--- src/rtl/dfl_engine.sv ---
module dfl_engine #(
  parameter int NF  = 16,
  parameter int NL  = 8,
  parameter int NPI = 3
) (
  input  logic                     clk,
  input  logic                     rst_n,
  input  logic                     tbl_we,
  input  logic [$clog2(NL)-1:0]    tbl_addr,
  input  logic                     tbl_ctrl,
  input  logic                     tbl_inv,
  input  logic                     tbl_unary,
  input  logic [$clog2(NL)-1:0]    tbl_src0,
  input  logic [$clog2(NL)-1:0]    tbl_src1,
  input  logic [$clog2(NF)-1:0]    tbl_f0_id,
  input  logic                     tbl_f0_ok,
  input  logic [$clog2(NF)-1:0]    tbl_f1_id,
  input  logic                     tbl_f1_ok,
  input  logic [NF-1:0]            fault_en,
  input  logic                     start,
  input  logic                     new_set,
  input  logic [NPI-1:0]           pi_vec,
  input  logic [NL-1:0]            po_sel,
  output logic                     busy,
  output logic                     done,
  output logic [NL-1:0]            line_val,
  output logic [NF-1:0]            fresh,
  output logic [NF-1:0]            detected
);
  localparam int AW = $clog2(NL);
  localparam int IW = $clog2(NF);
  localparam logic [AW-1:0] LAST = AW'(NL - 1);
  localparam logic [AW:0]   NPI_W = (AW + 1)'(NPI);

  logic          ctrl_t  [NL];
  logic          inv_t   [NL];
  logic          un_t    [NL];
  logic [AW-1:0] src0_t  [NL];
  logic [AW-1:0] src1_t  [NL];
  logic [IW-1:0] f0_t    [NL];
  logic [IW-1:0] f1_t    [NL];
  logic          f0ok_t  [NL];
  logic          f1ok_t  [NL];

  always_ff @(posedge clk) begin
    if (tbl_we) begin
      ctrl_t[tbl_addr] <= tbl_ctrl;
      inv_t[tbl_addr]  <= tbl_inv;
      un_t[tbl_addr]   <= tbl_unary;
      src0_t[tbl_addr] <= tbl_src0;
      src1_t[tbl_addr] <= tbl_src1;
      f0_t[tbl_addr]   <= tbl_f0_id;
      f1_t[tbl_addr]   <= tbl_f1_id;
      f0ok_t[tbl_addr] <= tbl_f0_ok;
      f1ok_t[tbl_addr] <= tbl_f1_ok;
    end
  end

  logic [AW-1:0]  idx;
  logic [NL-1:0]  val_q;
  logic [NF-1:0]  list_q [NL];
  logic [NPI-1:0] pi_q;
  logic [NL-1:0]  po_q;
  logic [NF-1:0]  fen_q;
  logic [NF-1:0]  drop_q;

  logic          c, iv, un, va, vb, a_c, b_c, is_pi, nv, fok;
  logic [NF-1:0] la, lb, base, own, nl;
  logic [IW-1:0] fid;

  assign c     = ctrl_t[idx];
  assign iv    = inv_t[idx];
  assign un    = un_t[idx];
  assign va    = val_q[src0_t[idx]];
  assign vb    = val_q[src1_t[idx]];
  assign la    = list_q[src0_t[idx]];
  assign lb    = list_q[src1_t[idx]];
  assign a_c   = (va == c);
  assign b_c   = !un && (vb == c);
  assign is_pi = ({1'b0, idx} < NPI_W);

  always_comb begin
    if (is_pi)             nv = pi_q[idx[$clog2(NPI)-1:0]];
    else if (un)           nv = va ^ iv;
    else if (a_c || b_c)   nv = c ^ iv;
    else                   nv = ~c ^ iv;

    if (is_pi)             base = '0;
    else if (un)           base = la;
    else if (!a_c && !b_c) base = la | lb;
    else if (a_c && b_c)   base = la & lb;
    else if (a_c)          base = la & ~lb;
    else                   base = lb & ~la;
  end

  assign fid = nv ? f0_t[idx] : f1_t[idx];
  assign fok = nv ? f0ok_t[idx] : f1ok_t[idx];
  assign own = fok ? (({{(NF-1){1'b0}}, 1'b1} << fid) & fen_q) : '0;
  assign nl  = (base | own) & ~drop_q;

  always_ff @(posedge clk or negedge rst_n) begin
    if (!rst_n) begin
      busy     <= 1'b0;
      done     <= 1'b0;
      idx      <= '0;
      val_q    <= '0;
      pi_q     <= '0;
      po_q     <= '0;
      fen_q    <= '0;
      drop_q   <= '0;
      fresh    <= '0;
      detected <= '0;
      for (int k = 0; k < NL; k++) list_q[k] <= '0;
    end else begin
      done <= 1'b0;
      if (start && !busy) begin
        busy   <= 1'b1;
        idx    <= '0;
        pi_q   <= pi_vec;
        po_q   <= po_sel;
        fen_q  <= fault_en;
        fresh  <= '0;
        if (new_set) begin
          drop_q   <= '0;
          detected <= '0;
        end else begin
          drop_q <= detected;
        end
      end else if (busy) begin
        val_q[idx]  <= nv;
        list_q[idx] <= nl;
        if (po_q[idx]) begin
          fresh    <= fresh | nl;
          detected <= detected | nl;
        end
        if (idx == LAST) begin
          busy <= 1'b0;
          done <= 1'b1;
        end else begin
          idx <= idx + 1'b1;
        end
      end
    end
  end

  assign line_val = val_q;

  assert_done_single_R6: assert property (@(posedge clk) disable iff (!rst_n)
    done |=> !done);
  assert_done_after_last_R6: assert property (@(posedge clk) disable iff (!rst_n)
    (busy && idx == LAST) |=> (done && !busy));
  assert_start_ignored_R9: assert property (@(posedge clk) disable iff (!rst_n)
    (busy && idx != LAST) |=> (busy && idx == AW'($past(idx) + 1'b1)));
  assert_detected_grows_R7: assert property (@(posedge clk) disable iff (!rst_n)
    busy |=> ((detected & $past(detected)) == $past(detected)));
  assert_fresh_within_R7: assert property (@(posedge clk) disable iff (!rst_n)
    done |-> ((fresh & ~detected) == '0));
endmodule

--- config.mk ---
export PLATFORM = sky130hd
export DESIGN_NAME = dfl_engine
export DESIGN_NICKNAME = d
export VERILOG_FILES = /design/src/rtl/dfl_engine.sv
export SDC_FILE = /design/constraint.sdc
export NUM_CORES = 1
export LEC_CHECK = 0
export BUFFER_PORTS_ARGS = -buffer_cell sky130_fd_sc_hd__clkbuf_2
export CAP_MARGIN = 25
export CORE_MARGIN = 2
export CORE_UTILIZATION = 60
export CTS_BUF_LIST = sky130_fd_sc_hd__clkbuf_16
export DETAILED_ROUTE_END_ITERATION = 7
export PLACE_DENSITY = 0.78
export SETUP_SLACK_MARGIN = 0.02
export SYNTH_ARGS = -nofsm -noshare
export SYNTH_HDL_FRONTEND = slang
export SYNTH_SLANG_ARGS = --single-unit
--- constraint.sdc ---
create_clock -name clk -period 4.7 [get_ports clk]
set_clock_uncertainty 0.05 [all_clocks]
set_input_delay 0.705 -clock clk [delete_from_list [all_inputs] [get_ports clk]]
set_output_delay 0.705 -clock clk [all_outputs]
set_load 0.05 [all_outputs]
# Yosys cells after proc, flatten, opt, wreduce, memory -nomap -nowiden
# Memory sizes are Yosys's and may differ from the RTL's.
# Cells that the tools add are included.
# Widths: inputs -> output; s select.
# totals
mem_bits_rw	152
regBits	216
rom_bits	0
latchBits	0
mem_count	9
# classes
bitwise	20
order_cmp	10
n_reduce_logical	16
n_div	0
n_addsub	1
n_shift	1
n_eq_ne	4
mux	49
n_mul	0
# mem_list
memory	words	width	read_ports	rd_ports_with_merged_regs	wr	line	rtl
f0_t	8	4	1	0	1	40	logic [IW-1:0] f0_t [NL];
f1_t	8	4	1	0	1	41	logic [IW-1:0] f1_t [NL];
src0_t	8	3	1	0	1	38	logic [AW-1:0] src0_t [NL];
src1_t	8	3	1	0	1	39	logic [AW-1:0] src1_t [NL];
ctrl_t	8	1	1	0	1	35	logic ctrl_t [NL];
f0ok_t	8	1	1	0	1	42	logic f0ok_t [NL];
+3 memories	--	--	--	--	--	--	
# ops
op	count
$mux 16	18
$bwmux 128	1
$bmux 16 s3	2
$and 16x16->16	5
$or 16x16->16	4
$demux 16 s3	1
$not 16->16	3
$mux 1	17
$shl 1x4->16 const A	1
$ge 4x4->1 const B	3
$lt 3x4->1 const B	3
$not 3->4	3
$bmux 1 s3	3
$mux 3	3
$bwmux 8	1
$logic_and 1x1->1	6
$reduce_and 2->1	3
$logic_not 1->1	4
$lt 4x1->1 const B	1
$mux 4	1
$reduce_bool 2->1	2
$add 3x1->3 const B	1
$demux 1 s3	1
$eq 3x3->1 const B	1
other kinds (9)	13

# Longest topological paths before layout
# Gate-level depths: netlist of run 1.
# An unclocked memory read counts as a cell.
# logic_depth
word_depth	19
ltp_mapped	17
depth_no_buf	11

# Least setup slack after synthesis of run 1
# No wires, ideal clock.
# synth_path
kind	reg-to-reg
startpoint	register idx[1]
endpoint	register list_q[3] in the netlist's numbering
synth_period_minus_slack_ns	3.677
setup_slack_ns	1.023
setup_ns	0.096
arrival_time_ns	3.531
stages_incl_launch_ff	16
path_cell_list	dfrtp_1 -> buf_6 -> and2b_1 -> a221oi_1 -> o22a_1 -> buf_6 -> mux4_2 -> mux2i_1 -> buf_4 -> mux2_1 -> o221ai_2 -> buf_2 -> nand4_1 -> mux2i_4 -> a21oi_4 -> o31ai_1
# synth_via
elab_chain_cells	16
elab_cells_between_ends	65
classes_between	order compare (3); eq/ne (2); shift (1); mux (26); bitwise (16); reduce/logical (8); memory (9)
# synth_rtl
element	line	rtl
start: declaration	59	logic [AW-1:0] idx;
start signal: assignment	140	idx <= idx + 1'b1;
$mem_v2 8x3	--	
$bmux 1 s3	75	assign vb = val_q[src1_t[idx]];
$mux 1 (implied by the code)	75	
$eq 1x1->1	79	assign b_c = !un && (vb == c);
$logic_and 1x1->1	79	
$logic_or 1x1->1	85	else if (a_c || b_c) nv = c ^ iv;
$mux 1	85	
$mux 1	84	else if (un) nv = va ^ iv;
$mux 1	83	if (is_pi) nv = pi_q[idx[$clog2(NPI)-1:0]];
$mux 4	96	assign fid = nv ? f0_t[idx] : f1_t[idx];
$shl 1x4->16	98	assign own = fok ? (({{(NF-1){1'b0}}, 1'b1} << fid) & fen_q) : '0;
$and 16x16->16	98	
$mux 16	98	
$or 16x16->16	99	assign nl = (base | own) & ~drop_q;
$and 16x16->16	99	
$bwmux 128 (*)	131	list_q[idx] <= nl;
end signal: indexed assignment	131	
end: declaration	61	logic [NF-1:0] list_q [NL];
# Mark *: on every way between the ends. The rest lies on a longest branch, timed or not. The select of a mux whose other input is x is not followed.
# A chain may end at the register's enable or synchronous reset.

# Worst setup path after layout of run 1
# layout_path
startpoint	register idx[0]
endpoint	register list_q[126] in the netlist's numbering
# Same word-level chain as after synthesis.

==> summary.txt, run 1 <==
Clocking
  – Post-CTS setup buffer count: 0
  – Num CTS Buffers: 40
  – CTS Root Buffer Type: clkbuf_16
  – H-Tree Depth: 2
  – Clock sinks: 368
  – Longest Clk Path Bufs: 3
  – Insertion delay to the later sink of the worst-skew pair: 0.54 ns
  – Total of hold buffers inserted after clock tree synthesis: 0
  – CTS resizes: 0
  – CTS clk-pin slew, worst paths: 0.06 ns
  – CTS tree: built

Routing
  – Wire length per cell: 22.2 um
  – # DRC: 0
  – Routed vias/inst: 6.41
  – First DRT Iteration DRCs: 1305
  – Routed WL: 50.8 mm
  – Vias: 14.6k
  – Post-route ant nets: 0
  – 1st-pass router iterations: 6

Global route
  – All-layer global routing usage: 30.9%
  – Initial antenna violation count: 0
  – Met2 Use GR: 51.6%
  – Global-route wire length before repair: 80.0 mm
  – GR Util met1: 41.0%
  – Total gr overflow: 0
  – M3 GR Usage: 4.41%
  – Vias in the first global route: 14.6k
  – Layer with the highest usage: met2
  – Largest net degree at the start of global routing: 114

Yosys
  – Synthesized instance count: 1783
  – Seq/Total Area, Yosys: 53.1%
  – Synth Flop Type: dfrtp_1
  – Synthesized area: 18800 sq um
  – Netlist cell types: 69
  – Post-synth EDFFs: 152
  – Synth top area share: 28.8%
  – Xor/xnor cell area share of the yosys netlist: 0.0933%
  – Syn avg cell area: 10.5 sq um
  – Mapped Nets: 1839
  – Mux contribution to synthesized area: 13.0%
  – Main combinational cell family by area after synthesis: compound AO/OA/AOI/OAI gates
  – Most frequent cell after synthesis: nand2_1
  – Compound-Gate Fraction of Synth Area: 16.6%
  – Synth top cells by count: 328 x nand2_1, 216 x dfrtp_1, 163 x o21ai_0
  – Ranking of synthesized cells by area: dfrtp_1 29%, edfxtp_1 24%, mux2i_1 8.4%, nand2_1 6.6%, o21ai_0 4.3%
  – Yosys top cell by area: dfrtp_1
  – Synthesized-area fraction occupied by adder cells: 0.133%
  – Synth Area in Simple Gates: 13.8%
  – Synth Register Bits: 368
  – Share of flip-flops with an asynchronous set or reset: 58.7%
  – Yosys warns: 0

Worst setup path
  – Crit path capture type: register
  – CP Cell Sequence: and2b_1 -> a221oi_1 -> o22a_2 -> mux4_2 -> mux2i_1 -> buf_4 -> mux2_1 -> o221ai_2 -> nand3_1 -> mux2i_1 -> nand3_1 -> a21oi_1
  – Worst path required time: 5.09 ns
  – Critical Path Fanout Max: 22
  – Slowest stage cell, crit path: dfrtp_2
  – FF-to-FF path depth: 12
  – Critical path launch point type: register
  – Crit path arrival time: 4.89 ns
  – Largest delay contributor family on the critical path: multiplexers
  – Bufs and invs on worst path: 1
  – WS Path Type: register to register
  – Reg2reg setup slack: 0.20 ns
  – CP Depth: 12
  – Crit-path max cell delay: 0.65 ns

STA
  – Slew HR: 24.3%
  – Crit path time final: 4.50 ns
  – RSZ-0062 raised after global routing: yes
  – Fmax: 222 MHz
  – Tcrit/Tclk final: 95.7%
  – Hold_ws: 0.195 ns
  – Slew @ Worst Pin: 1.13 ns
  – Slew Viols, Final: 0
  – Final setup fails: 0
  – Hold Fails Final Rpt: 0

Finish
  – Final Core Density: 68.4%
  – Area Growth Syn to Fin: 11.7%
  – NumNets Final: 1915
  – Layout cells sized above 1: 17.0%
  – Diode count: 0

Placement
  – # port buffers: 95
  – GPL Wtd Cong: 0.921
  – Placed wire-length estimate: 33.3 mm

Die
  – Die area: 32700 sq um
  – DIE WIDTH: 181 um
  – Row count: 64
  – IO Pins: 96
  – Die Y: 181 um
  – Core area: 30700 sq um
  – Starting density of the core: 61.2%

Hold path
  – Worst min path class: input pin to async pin

Run
  – Total of max-cap violations: 0

Status
  – Status: finished, final reports clean
## layout make-up
| class | count | area [sq um] |
|---|---|---|
| Fill cell | 2267 | 9690 |
| Clock buffer | 40 | 1000 |
| Clock inverter | 29 | 203 |
| Sequential cell | 368 | 9980 |
| Inverter | 10 | 37.5 |
| Multi-Input combinational cell | 1281 | 8240 |
| Tap cell | 396 | 495 |
| Timing Repair Buffer | 158 | 1030 |
## placed cells by master (no fill, tap or decap), types with 18 or more instances in the layout
cell type and instances:
nor2_1 82, nor2b_1 29, mux2_2 31, a21oi_1 100, mux2i_1 157, nand2_1 328
buf_4 56, nand2b_1 28, a31oi_1 19, clkbuf_16 40, a211oi_1 42, o21ai_1 22
mux4_2 18, o21ai_0 162, clkbuf_2 94, nand3_1 39, dfrtp_1 213, edfxtp_1 152
## sequential cells by signal, summed over array words and instances (netlist names), 16 cells and up
register,flops
src1_t,24
fen_q,16
fresh,16
list_q,128
f1_t,32
drop_q,16
detected,16
f0_t,32
src0_t,24
## kinds of logic (layout without fill, tap and decap cells)
group / Yosys count / after routing
xor+xnor: 2 / 2
fa+ha+maj: 2 / 2
flops: 368 / 368
buf+inv: 134 / 237
mux: 212 / 212
simple gates: 584 / 584
compound gates: 481 / 481
## through the flow
step	instance area, sq um	setup slack [ns]	setup TNS (ns)	std cells
after floorplan	18800	1.02	0	1783
after global placement	19700	0.332	0	2206
after detailed placement	19700	0.198	0	2207
after CTS	20900	0.175	0	2276
after global routing	21000	-0.0651	-0.604	2282
final	21000	0.202	0	2282
## final timing paths
| path | from | endpoint |
|---|---|---|
| max in group asynchronous | rst_n | list_q[106]$_DFFE_PN0P_ |
| worst max-delay path | idx[0]$_DFFE_PN0P_ | list_q[126]$_DFFE_PN0P_ |
| worst min register to register | po_q[5]$_DFFE_PN0P_ | po_q[5]$_DFFE_PN0P_ |
| worst max register to register | idx[0]$_DFFE_PN0P_ | list_q[126]$_DFFE_PN0P_ |
| worst min-delay path | rst_n | list_q[1]$_DFFE_PN0P_ |
| min in group clk | po_sel[2] | po_q[2]$_DFFE_PN0P_ |
## layer usage
| metal | vias to the layer above | wire, um |
|---|---|---|
| met3 | 135 | 3750 |
| li1 | 6711 | - |
| met5 | - | 0 |
| met4 | 0 | 1980 |
| met2 | 661 | 24900 |
| met1 | 7119 | 20200 |
## worst reg2reg max path, stage by stage (launching register included)
cell	delay, ns
dfrtp_2	0.65
and2b_1	0.30
a221oi_1	0.35
o22a_2	0.26
mux4_2	0.52
mux2i_1	0.27
buf_4	0.23
mux2_1	0.35
o221ai_2	0.20
nand3_1	0.14
mux2i_1	0.47
nand3_1	0.37
a21oi_1	0.25
Power of run 1 is not shown: default switching activity piles up to over one toggle a cycle in this logic, so the estimate is an artifact.
==> inputs of run 2 (changes only) <==
CELL_PAD_IN_SITES_DETAIL_PLACEMENT = 0   (was default)
CELL_PAD_IN_SITES_GLOBAL_PLACEMENT = 1   (was default)
CORE_UTILIZATION = 49   (was 60)
PLACE_DENSITY = default   (was 0.78)
PLACE_DENSITY_LB_ADDON = 0.1   (was default)
==> summary.txt, run 2 (synthesis gave the netlist of run 1 again) <==
Status
  – Status: finished, final reports clean (unchanged)

STA
  – Final setup fails: 0 (unchanged)
  – Hold Fails Final Rpt: 0 (unchanged)
  – RSZ-0062 raised after global routing: no (was yes)
  – Fmax: 229 MHz (was 222 MHz)
  – Tcrit/Tclk final: 93.0% (was 95.7%)
  – Crit path time final: 4.37 ns (was 4.50 ns)
  – Slew @ Worst Pin: 1.07 ns (was 1.13 ns)
  – Slew Viols, Final: 0 (unchanged)
  – Slew HR: 28.3% (was 24.3%)
  – Total negative slack: 0 ns (unchanged)

Run
  – Total of max-cap violations: 0 (unchanged)

Finish
  – Largest register FFs: 128 (unchanged)
  – Filler instances: 3379 (was 2267)
  – Most common cell after layout, fill and taps aside: nand2_1 (unchanged)
  – Largest regs: list_q x128, f0_t x32, f1_t x32 (unchanged)
  – Biggest register: list_q (unchanged)
  – Layout cells sized above 1: 17.8% (was 17.0%)
  – NumNets Final: 1922 (was 1915)
  – Area Growth Syn to Fin: 13.2% (was 11.7%)
  – Most frequent cells in the layout: 328 x nand2_1, 213 x dfrtp_1, 162 x o21ai_0 (unchanged)
  – Diode count: 0 (unchanged)

Clocking
  – Total of hold buffers inserted after clock tree synthesis: 0 (unchanged)
  – Insertion delay to the later sink of the worst-skew pair: 0.58 ns (was 0.54 ns)
  – Longest Clk Path Bufs: 3 (unchanged)
  – CTS tree: built (unchanged)
  – Num CTS Buffers: 41 (was 40)
  – Clock sinks: 368 (unchanged)
  – CTS Root Buffer Type: clkbuf_16 (unchanged)
  – H-Tree Depth: 2 (unchanged)
  – CTS clk-pin slew, worst paths: 0.06 ns (about the same)

Placement
  – # port buffers: 95 (unchanged)
  – GPL Wtd Cong: 0.916 (was 0.921)
  – Placed wire-length estimate: 36.2 mm (was 33.3 mm)

Hold path
  – Worst min path class: input pin to async pin (unchanged)

Worst setup path
  – Critical Path Fanout Max: 17 (was 22)
  – Worst path required time: 5.10 ns (was 5.09 ns)
  – Reg2Reg Capture Point: fresh[14]$_DFFE_PN0P_ (was list_q[126]$_DFFE_PN0P_)
  – FF-to-FF path depth: 13 (was 12)
  – Worst R2R Start: idx[1]$_DFFE_PN0P_ (was idx[0]$_DFFE_PN0P_)
  – Critical path launch point type: register (unchanged)
  – Crit path capture type: register (unchanged)
  – Crit path arrival time: 4.76 ns (was 4.89 ns)
  – Reg2reg setup slack: 0.33 ns (was 0.20 ns)
  – WS Path Type: register to register (unchanged)

Global route
  – Initial antenna violation count: 0 (unchanged)
  – All-layer global routing usage: 27.6% (was 30.9%)
  – Total gr overflow: 0 (unchanged)
  – Vias in the first global route: 13.7k (was 14.6k)
  – Global-route wire length before repair: 82.3 mm (was 80.0 mm)
  – Largest net degree at the start of global routing: 97 (was 114)

Die
  – Core area: 37700 sq um (was 30700 sq um)
  – DIE WIDTH: 200 um (was 181 um)
  – IO Pins: 96 (unchanged)
  – Die Y: 200 um (was 181 um)
  – Row count: 71 (was 64)
  – Die area: 39900 sq um (was 32700 sq um)
  – Starting density of the core: 49.9% (was 61.2%)

Routing
  – Post-route ant nets: 0 (unchanged)
  – First DRT Iteration DRCs: 922 (was 1305)
  – Vias: 14.1k (was 14.6k)
  – # DRC: 0 (unchanged)
  – Wire length per cell: 22.3 um (was 22.2 um)
  – 1st-pass router iterations: 5 (was 6)
  – Routed vias/inst: 5.87 (was 6.41)
  – Routed WL: 53.7 mm (was 50.8 mm)
-- run 2: changes by cell type in the layout (fill, tap and decap cells not counted), sizes merged --
cell / delta
clkinvlp: -1
clkinv: +1
bufinv: -1
inv: +6
buf: +7
-- run 2: worst max-delay path by stage --
stage                             from                      end  slack, ns  depth (start not counted)
global route        idx[0]$_DFFE_PN0P_   list_q[92]$_DFFE_PN0P_       0.06                         11
global placement    idx[1]$_DFFE_PN0P_  list_q[101]$_DFFE_PN0P_       0.35                         13
finish              idx[1]$_DFFE_PN0P_    fresh[14]$_DFFE_PN0P_       0.33                         13
floorplan           idx[1]$_DFFE_PN0P_    list_q[3]$_DFFE_PN0P_       1.02                         15
CTS                 idx[1]$_DFFE_PN0P_  list_q[109]$_DFFE_PN0P_       0.34                         12
detailed placement  idx[0]$_DFFE_PN0P_   list_q[83]$_DFFE_PN0P_       0.37                         11
-- run 2: routing by layer --
| metal | global-route usage (%) | vias to the layer above | wire length (um) |
|---|---|---|---|
| met3 | 4.18 | 94 | 2520 |
| met2 | 46.0 | 356 | 26200 |
| met1 | 37.1 | 6979 | 23400 |
| met5 | 0 | - | 0 |
| met4 | 9.19 | 0 | 1560 |
| li1 | - | 6718 | - |
-- run 2: metrics by stage --
step	util (%)	std cells	worst slack [ns]	area [sq um]	hold slack, ns
global placement	52.9	2328	0.353	19900	0.407
detailed placement	53.1	2332	0.370	20000	0.412
CTS	56.4	2407	0.340	21200	0.143
floorplan	-	1783	1.02	18800	0.359
finish	56.4	2409	0.330	21300	0.129
global route	56.4	2409	0.0567	21300	0.188
-- run 2: repair_timing --
action,4_1_cts,5_1_grt
buffers inserted,0,0
resized for setup,0,1
setup endpoints to repair,0,2
-- run 2: final cells by class --
| class | instances | area [sq um] | share of cell area, % |
|---|---|---|---|
| sequential | 368 | 9970 | 46.9 |
| timing repair buffer | 164 | 1110 | 5.22 |
| clock buffer | 41 | 1030 | 4.83 |
| tap | 511 | 639 | 3.01 |
| clock inverter | 34 | 209 | 0.983 |
| inverter | 10 | 37.5 | 0.177 |
| multi-input combinational | 1281 | 8260 | 38.9 |
-- run 2: critical path: stages, from the launching register on --
cell      delay, ns
dfrtp_2        0.55
and2b_1        0.29
a221oi_1       0.31
o22a_2         0.25
mux4_2         0.51
mux2i_1        0.38
buf_4          0.23
buf_4          0.14
nor2_1         0.05
a22o_1         0.18
o21ai_0        0.40
o211ai_1       0.31
and3_1         0.27
a221o_1        0.33
Power of run 2 is left out for the same reason.
